==> src/rtl/tmr_pkg.sv <==
package tmr_pkg;

    localparam int TICK_CNT_W = 16;

    typedef enum logic [1:0] {
        ST_IDLE   = 2'd0,
        ST_SCAN   = 2'd1,
        ST_FINISH = 2'd2
    } scan_state_e;

    function automatic int idx_width(input int n);
        return (n > 1) ? $clog2(n) : 1;
    endfunction

endpackage

==> src/rtl/tmr_prescaler.sv <==
module tmr_prescaler #(
    parameter int PRE_W = 16
) (
    input  logic             clk,
    input  logic             rst,
    input  logic [PRE_W-1:0] period,
    output logic             tick
);
    logic [PRE_W-1:0] cnt_q;
    logic [PRE_W-1:0] limit;

    always_comb begin
        limit = (period == '0) ? '0 : period - 1'b1;
        tick  = (cnt_q >= limit);
    end

    always_ff @(posedge clk) begin
        if (rst)       cnt_q <= '0;
        else if (tick) cnt_q <= '0;
        else           cnt_q <= cnt_q + 1'b1;
    end
endmodule

==> src/rtl/tmr_table_ram.sv <==
module tmr_table_ram #(
    parameter int DEPTH = 16,
    parameter int WIDTH = 18,
    parameter int AW    = 4
) (
    input  logic             clk,
    input  logic             rst,
    input  logic             we,
    input  logic [AW-1:0]    waddr,
    input  logic [WIDTH-1:0] wdata,
    input  logic [AW-1:0]    raddr,
    output logic [WIDTH-1:0] rdata
);
    logic [WIDTH-1:0] mem_q [DEPTH];

    always_ff @(posedge clk) begin
        if (rst) begin
            for (int i = 0; i < DEPTH; i++) mem_q[i] <= '0;
        end else if (we) begin
            mem_q[waddr] <= wdata;
        end
    end

    assign rdata = mem_q[raddr];
endmodule

==> src/rtl/tmr_scan_engine.sv <==
module tmr_scan_engine import tmr_pkg::*; #(
    parameter int N_TIMERS = 16,
    parameter int CNT_W    = 16,
    parameter int IDX_W    = 4,
    parameter int ENT_W    = 2 + 2 * CNT_W
) (
    input  logic                clk,
    input  logic                rst,
    input  logic                tick,
    input  logic [ENT_W-1:0]    rd_entry,
    output logic [IDX_W-1:0]    idx,
    output logic                wr_en,
    output logic [ENT_W-1:0]    wr_data,
    output logic [N_TIMERS-1:0] ev_set,
    output logic                idle,
    output logic                done
);
    localparam logic [IDX_W-1:0] LAST_IDX = IDX_W'(N_TIMERS - 1);

    scan_state_e      state_q;
    logic [IDX_W-1:0] idx_q;

    logic             e_valid;
    logic             e_restart;
    logic [CNT_W-1:0] e_init;
    logic [CNT_W-1:0] e_cur;
    logic [CNT_W-1:0] e_next;
    logic             expired;
    logic             scanning;

    always_ff @(posedge clk) begin
        if (rst) begin
            state_q <= ST_IDLE;
            idx_q   <= '0;
        end else begin
            case (state_q)
                ST_IDLE: begin
                    idx_q <= '0;
                    if (tick) state_q <= ST_SCAN;
                end
                ST_SCAN: begin
                    if (idx_q == LAST_IDX) begin
                        state_q <= ST_FINISH;
                        idx_q   <= '0;
                    end else begin
                        idx_q <= idx_q + 1'b1;
                    end
                end
                default: state_q <= ST_IDLE;
            endcase
        end
    end

    always_comb begin
        scanning  = (state_q == ST_SCAN);
        e_valid   = rd_entry[ENT_W-1];
        e_restart = rd_entry[ENT_W-2];
        e_init    = rd_entry[2*CNT_W-1 -: CNT_W];
        e_cur     = rd_entry[CNT_W-1:0];
        e_next    = e_cur - 1'b1;
        expired   = (e_next == '0);

        if (!expired)
            wr_data = {e_valid, e_restart, e_init, e_next};
        else if (e_restart)
            wr_data = {1'b1, 1'b1, e_init, e_init};
        else
            wr_data = {1'b0, 1'b0, e_init, {CNT_W{1'b0}}};

        wr_en  = scanning && e_valid;
        ev_set = '0;
        if (scanning && e_valid && expired) ev_set[idx_q] = 1'b1;

        idx  = idx_q;
        idle = (state_q == ST_IDLE);
        done = (state_q == ST_FINISH);
    end
endmodule

==> src/rtl/tmr_event_reg.sv <==
module tmr_event_reg #(
    parameter int N_TIMERS = 16
) (
    input  logic                clk,
    input  logic                rst,
    input  logic [N_TIMERS-1:0] set,
    input  logic [N_TIMERS-1:0] clr,
    input  logic [N_TIMERS-1:0] mask,
    output logic [N_TIMERS-1:0] bits,
    output logic                irq
);
    logic [N_TIMERS-1:0] bits_q;

    for (genvar g = 0; g < N_TIMERS; g++) begin : g_bit
        always_ff @(posedge clk) begin
            if (rst)         bits_q[g] <= 1'b0;
            else if (set[g]) bits_q[g] <= 1'b1;
            else if (clr[g]) bits_q[g] <= 1'b0;
        end
    end

    assign bits = bits_q;
    assign irq  = |(bits_q & mask);
endmodule

==> src/rtl/tmr_table_top.sv <==
module tmr_table_top import tmr_pkg::*; #(
    parameter int N_TIMERS = 16,
    parameter int CNT_W    = 16,
    parameter int PRE_W    = 16,
    localparam int IDX_W   = idx_width(N_TIMERS)
) (
    input  logic                  clk,
    input  logic                  rst,
    input  logic [PRE_W-1:0]      tick_period,
    input  logic                  cmd_valid,
    input  logic [IDX_W-1:0]      cmd_idx,
    input  logic [CNT_W-1:0]      cmd_init,
    input  logic                  cmd_restart,
    input  logic                  cmd_enable,
    output logic                  cmd_busy,
    input  logic [N_TIMERS-1:0]   ev_clr,
    input  logic [N_TIMERS-1:0]   irq_mask,
    output logic [N_TIMERS-1:0]   events,
    output logic                  irq,
    output logic [TICK_CNT_W-1:0] tick_count,
    output logic                  overrun
);
    localparam int ENT_W = 2 + 2 * CNT_W;

    logic                tick_w;
    logic [IDX_W-1:0]    eng_idx;
    logic                eng_we;
    logic [ENT_W-1:0]    eng_wdata;
    logic [ENT_W-1:0]    rd_entry;
    logic [N_TIMERS-1:0] eng_set;
    logic                eng_idle;
    logic                eng_done;

    logic                pend_q;
    logic [IDX_W-1:0]    pend_idx_q;
    logic [CNT_W-1:0]    pend_init_q;
    logic                pend_rst_q;
    logic                pend_en_q;

    logic                accept;
    logic                cmd_direct;
    logic                pend_apply;
    logic                ram_we;
    logic [IDX_W-1:0]    ram_waddr;
    logic [ENT_W-1:0]    ram_wdata;
    logic [ENT_W-1:0]    cmd_wdata;

    logic [TICK_CNT_W-1:0] tcnt_q;
    logic                  ovr_q;

    tmr_prescaler #(.PRE_W(PRE_W)) u_pre (
        .clk    (clk),
        .rst    (rst),
        .period (tick_period),
        .tick   (tick_w)
    );

    tmr_scan_engine #(
        .N_TIMERS (N_TIMERS),
        .CNT_W    (CNT_W),
        .IDX_W    (IDX_W),
        .ENT_W    (ENT_W)
    ) u_eng (
        .clk      (clk),
        .rst      (rst),
        .tick     (tick_w),
        .rd_entry (rd_entry),
        .idx      (eng_idx),
        .wr_en    (eng_we),
        .wr_data  (eng_wdata),
        .ev_set   (eng_set),
        .idle     (eng_idle),
        .done     (eng_done)
    );

    // Command path: direct write when idle, otherwise park in holding register
    always_comb begin
        accept     = cmd_valid && !pend_q;
        cmd_direct = accept && eng_idle;
        pend_apply = pend_q && eng_idle;
        if (pend_apply)
            cmd_wdata = {pend_en_q, pend_rst_q, pend_init_q, pend_init_q};
        else
            cmd_wdata = {cmd_enable, cmd_restart, cmd_init, cmd_init};
        ram_we    = eng_we || cmd_direct || pend_apply;
        ram_waddr = eng_we ? eng_idx : (pend_apply ? pend_idx_q : cmd_idx);
        ram_wdata = eng_we ? eng_wdata : cmd_wdata;
    end

    always_ff @(posedge clk) begin
        if (rst) begin
            pend_q      <= 1'b0;
            pend_idx_q  <= '0;
            pend_init_q <= '0;
            pend_rst_q  <= 1'b0;
            pend_en_q   <= 1'b0;
        end else if (accept && !eng_idle) begin
            pend_q      <= 1'b1;
            pend_idx_q  <= cmd_idx;
            pend_init_q <= cmd_init;
            pend_rst_q  <= cmd_restart;
            pend_en_q   <= cmd_enable;
        end else if (pend_apply) begin
            pend_q      <= 1'b0;
        end
    end

    tmr_table_ram #(
        .DEPTH (N_TIMERS),
        .WIDTH (ENT_W),
        .AW    (IDX_W)
    ) u_ram (
        .clk   (clk),
        .rst   (rst),
        .we    (ram_we),
        .waddr (ram_waddr),
        .wdata (ram_wdata),
        .raddr (eng_idx),
        .rdata (rd_entry)
    );

    tmr_event_reg #(.N_TIMERS(N_TIMERS)) u_evt (
        .clk  (clk),
        .rst  (rst),
        .set  (eng_set),
        .clr  (ev_clr),
        .mask (irq_mask),
        .bits (events),
        .irq  (irq)
    );

    always_ff @(posedge clk) begin
        if (rst) begin
            tcnt_q <= '0;
            ovr_q  <= 1'b0;
        end else begin
            if (eng_done)           tcnt_q <= tcnt_q + 1'b1;
            if (tick_w && !eng_idle) ovr_q <= 1'b1;
        end
    end

    assign cmd_busy   = pend_q;
    assign tick_count = tcnt_q;
    assign overrun    = ovr_q;
endmodule

==> config.mk <==
export PLATFORM = sky130hd
export DESIGN_NAME = tmr_table_top
export DESIGN_NICKNAME = d
export VERILOG_FILES = /design/src/rtl/tmr_pkg.sv /design/src/rtl/tmr_prescaler.sv /design/src/rtl/tmr_table_ram.sv /design/src/rtl/tmr_scan_engine.sv /design/src/rtl/tmr_event_reg.sv /design/src/rtl/tmr_table_top.sv
export SDC_FILE = /design/constraint.sdc
export NUM_CORES = 1
export LEC_CHECK = 0
export BUFFER_PORTS_ARGS = -buffer_cell sky130_fd_sc_hd__buf_2
export CAP_MARGIN = 30
export CORE_ASPECT_RATIO = 1.5
export CORE_MARGIN = 2
export CORE_UTILIZATION = 45
export DETAILED_ROUTE_END_ITERATION = 6
export HOLD_SLACK_MARGIN = 0.05
export MAX_ROUTING_LAYER = met4
export SLEW_MARGIN = 20
export SYNTH_ARGS = -nofsm -noshare
export SYNTH_HDL_FRONTEND = slang
export SYNTH_SLANG_ARGS = --single-unit
==> constraint.sdc <==
create_clock -name clk -period 6.1 [get_ports clk]
set_input_delay 1.525 -clock clk [delete_from_list [all_inputs] [get_ports clk]]
set_output_delay 1.525 -clock clk [all_outputs]
set_load 0.005 [all_outputs]
==> reports/qor.yml <==
post-synth-top-count-cell: "nor2_1"
grt_remaining_overflow: 0
cts_resized: 0
die_area_sq_mm: 0.0651
area_growth_pct: 13.0
path_buf_inv: 2
power.leakage_nw: 11.4
cts_root_buffer: "clkbuf_16"
r2r-end: "u_ram.mem_q[11][2]"
tightest_slew_ns: 0.993
fp.dieW_microns: 209
num_rows: 112
netlist.area_leader.share_pct: 57.6
synth-async-reset-ratio_pct: 0
fin_hold_ws_ns: 0.457
ctsHtreeMaxLevel: 2
wl_per_cell_microns: 26.6
grt_pass1_vias: 18738
synth_cell_types: 65
coreArea_sq_mm: 0.0622
clock_skew_ns: 0.0247
slowest_delay_ns: 0.61
drc: 0
grt_use_total_pct: 26.4
grt_pass1_wl_microns: 122000
postCtsSetupRepairBufs: 0
yosys_most_used_dff: "edfxtp_1"
wirelength_microns: 82500
synth.area.mux_share_pct: 13.2
ys_top_cells_by_count: "nor2_1, edfxtp_1, nand2_1, mux4_2, clkbuf_1"
n_fill_cell: 5266
period_needed_ns: 5.42
clockBufferDepth: 3
min_from: "pend_init_q[3]"
clock_latency_ns: 0.64
hold_violations: 0
endpoint_kind: "register"
synth_edf_count: 544
finalSetupViolCount: 0
multiInputGateArea_sq_mm: 0.00974
ant_nets: 0
synth_fa_ha_area_share_pct: 1.15
final_nets: 2358
tns_ns: 0
drt_pre_antenna_iters: 5
synth-seq-cells: 626
synth_area_sq_mm: 0.0284
cp_slowest_cell: "dfxtp_4"
drv_slew: 0
period_share_pct: 88.8
start_util_pct: 45.6
reg2reg_depth: 16
io_pins: 108
dr_total_vias: 18464
drive_above_1_share_pct: 22.8
syn-num-nets: 2262
arrival_ns: 5.90
ys.warnings.count: 0
yosys.area_share.simple_pct: 14.4
synthXorXnorAreaFrac_pct: 1.48
critical-path-top-delay-family: "compound AO/OA/AOI/OAI gates"
status: "finished clean"
required_ns: 6.58
synth.area.top_cells: "edfxtp_1, mux4_2, nor2_1"
grt_max_degree: 52
synth_compound_area_share_pct: 3.68
clkSinkCount: 626
r2r_setup_slack_ns: 0.68
drtIter0Drc: 1874
synthCells: 2163
fmax_mhz: 185
holdCritPathClass: "register to register"
dpl.hpwl_microns: 50100
path_class: "register to register"
cts_tree: "done"
insertedDiodeCount: 0
die_h_microns: 311
vias_per_cell: 5.95
whs_path_depth: 2
ys_seq_area_share_pct: 63.4
hold_buffers: 0
ff_latch_area_sq_mm: 0.0180
antenna_found_initial: 0
ir_drop_mv: 0.197
gp_congestion: 0.872
synth_top_area_cell: "edfxtp_1"
io_buffer_count: 107
hold_end: "pend_init_q[3]"
slew_headroom_pct: 33.8
cp_max_fo: 18
clk_transition_reported_paths_ns: 0.07
start_kind: "register"
powerDensity_mw_per_mm2: 282
drv_cap: 0
rsz0062_at_grt: "no"
cts_made_buffers: 58
avgSynthCellArea_sq_um: 13.1
crit_path_cell_trace: "mux4_2 > a22o_1 > a221oi_1 > buf_4 > ha_1 > nand3b_1 > o22ai_1 > a31oi_1 > nor2_1 > a31oi_1 > nor4b_2 > o2111ai_4 > buf_4 > o31a_1 > or2_1 > nor2_2"
synth_top_family_by_area: "simple AND/OR/NAND/NOR gates"
## worst max-delay path by stage
stage                               start            endpoint  slack, ns  depth (start not counted)
after detailed placement         register   u_ram.mem_q[1][2]       0.72                         16
after floorplan            tick_period[5]     u_pre.cnt_q[10]       1.34                         15
after global routing             register   u_ram.mem_q[4][2]       0.43                         16
after CTS                        register  u_ram.mem_q[15][5]       0.67                         16
after global placement    tick_period[11]             overrun       0.51                         18
final                            register  u_ram.mem_q[11][2]       0.68                         16
## cell usage in the layout (no fill, tap or decap), drive strengths merged, types with 6 or more instances in the layout
master,n
clkinv,20
nor2b,10
dfxtp,82
nand2b,25
a21oi,36
nand3,37
a221oi,6
o31a,7
nor3,42
a21o,9
nand2,164
xor2,33
and3,11
clkbuf,75
nand4,9
buf,198
o31ai,10
bufinv,6
a22o,8
o21ai,40
a22oi,16
ha,26
mux4,159
nor2,603
or2,9
xnor2,15
inv,20
mux2i,12
nor4,10
nor3b,14
edfxtp,544
## where the power goes
group	switching (mW)	total (mW)	internal [mW]
registers	0.0408	4.84	4.80
logic	0.335	0.493	0.158
clock network	1.61	3.70	2.09
## layout make-up
cell class                 count  share of cell area (%)
timing repair buffer         198                    4.15
tap                          798                    3.12
multi-input combinational   1357                    30.4
clock buffer                  75                    4.99
clock inverter                32                   0.965
inverter                      18                   0.211
sequential                   626                    56.2
## tightest hold or removal path, stage by stage, from the launching register on
cell,delay [ns]
dfxtp_1,0.31
nand2_1,0.05
a21oi_1,0.05
## per-stage QoR
| stage | instances | area (sq um) | power [mW] | utilization, % | setup WS [ns] |
|---|---|---|---|---|---|
| final | 3104 | 32000 | 9.03 | 51.5 | 0.682 |
| after global routing | 3104 | 32000 | 9.26 | 51.5 | 0.431 |
| after CTS | 3103 | 32000 | 9.07 | 51.5 | 0.671 |
| after detailed placement | 2996 | 30100 | 5.42 | 48.4 | 0.721 |
| after global placement | 2980 | 30000 | 5.40 | 48.2 | 0.510 |
| after floorplan | 2163 | 28400 | 5.19 | - | 1.34 |
## state kept, by name (all words and copies together) (netlist names), named ones only
signal         count
u_ram.mem_q      544
pend_init_q       16
tick_count        16
u_evt.bits        16
u_pre.cnt_q       16
pend_idx_q         4
u_eng.idx          4
u_eng.state_q      2
cmd_busy           1
overrun            1
pend_en_q          1
pend_rst_q         1
## routing by layer
metal / vias to the layer above / GRT usage (%) / wire length [microns]
met5: - / - / 0
met4: 0 / 9.04 / 2820
met3: 178 / 3.83 / 5530
met2: 732 / 46.8 / 44400
met1: 9495 / 30.6 / 29800
li1: 8059 / - / -
## logic make-up after synthesis
logic type | count (synthesis)
fa+ha+maj | 26
mux | 175
simple gates | 956
buf+inv | 180
compound gates | 152
flops | 626
xor+xnor | 48
(Power assumes the default switching activity.)
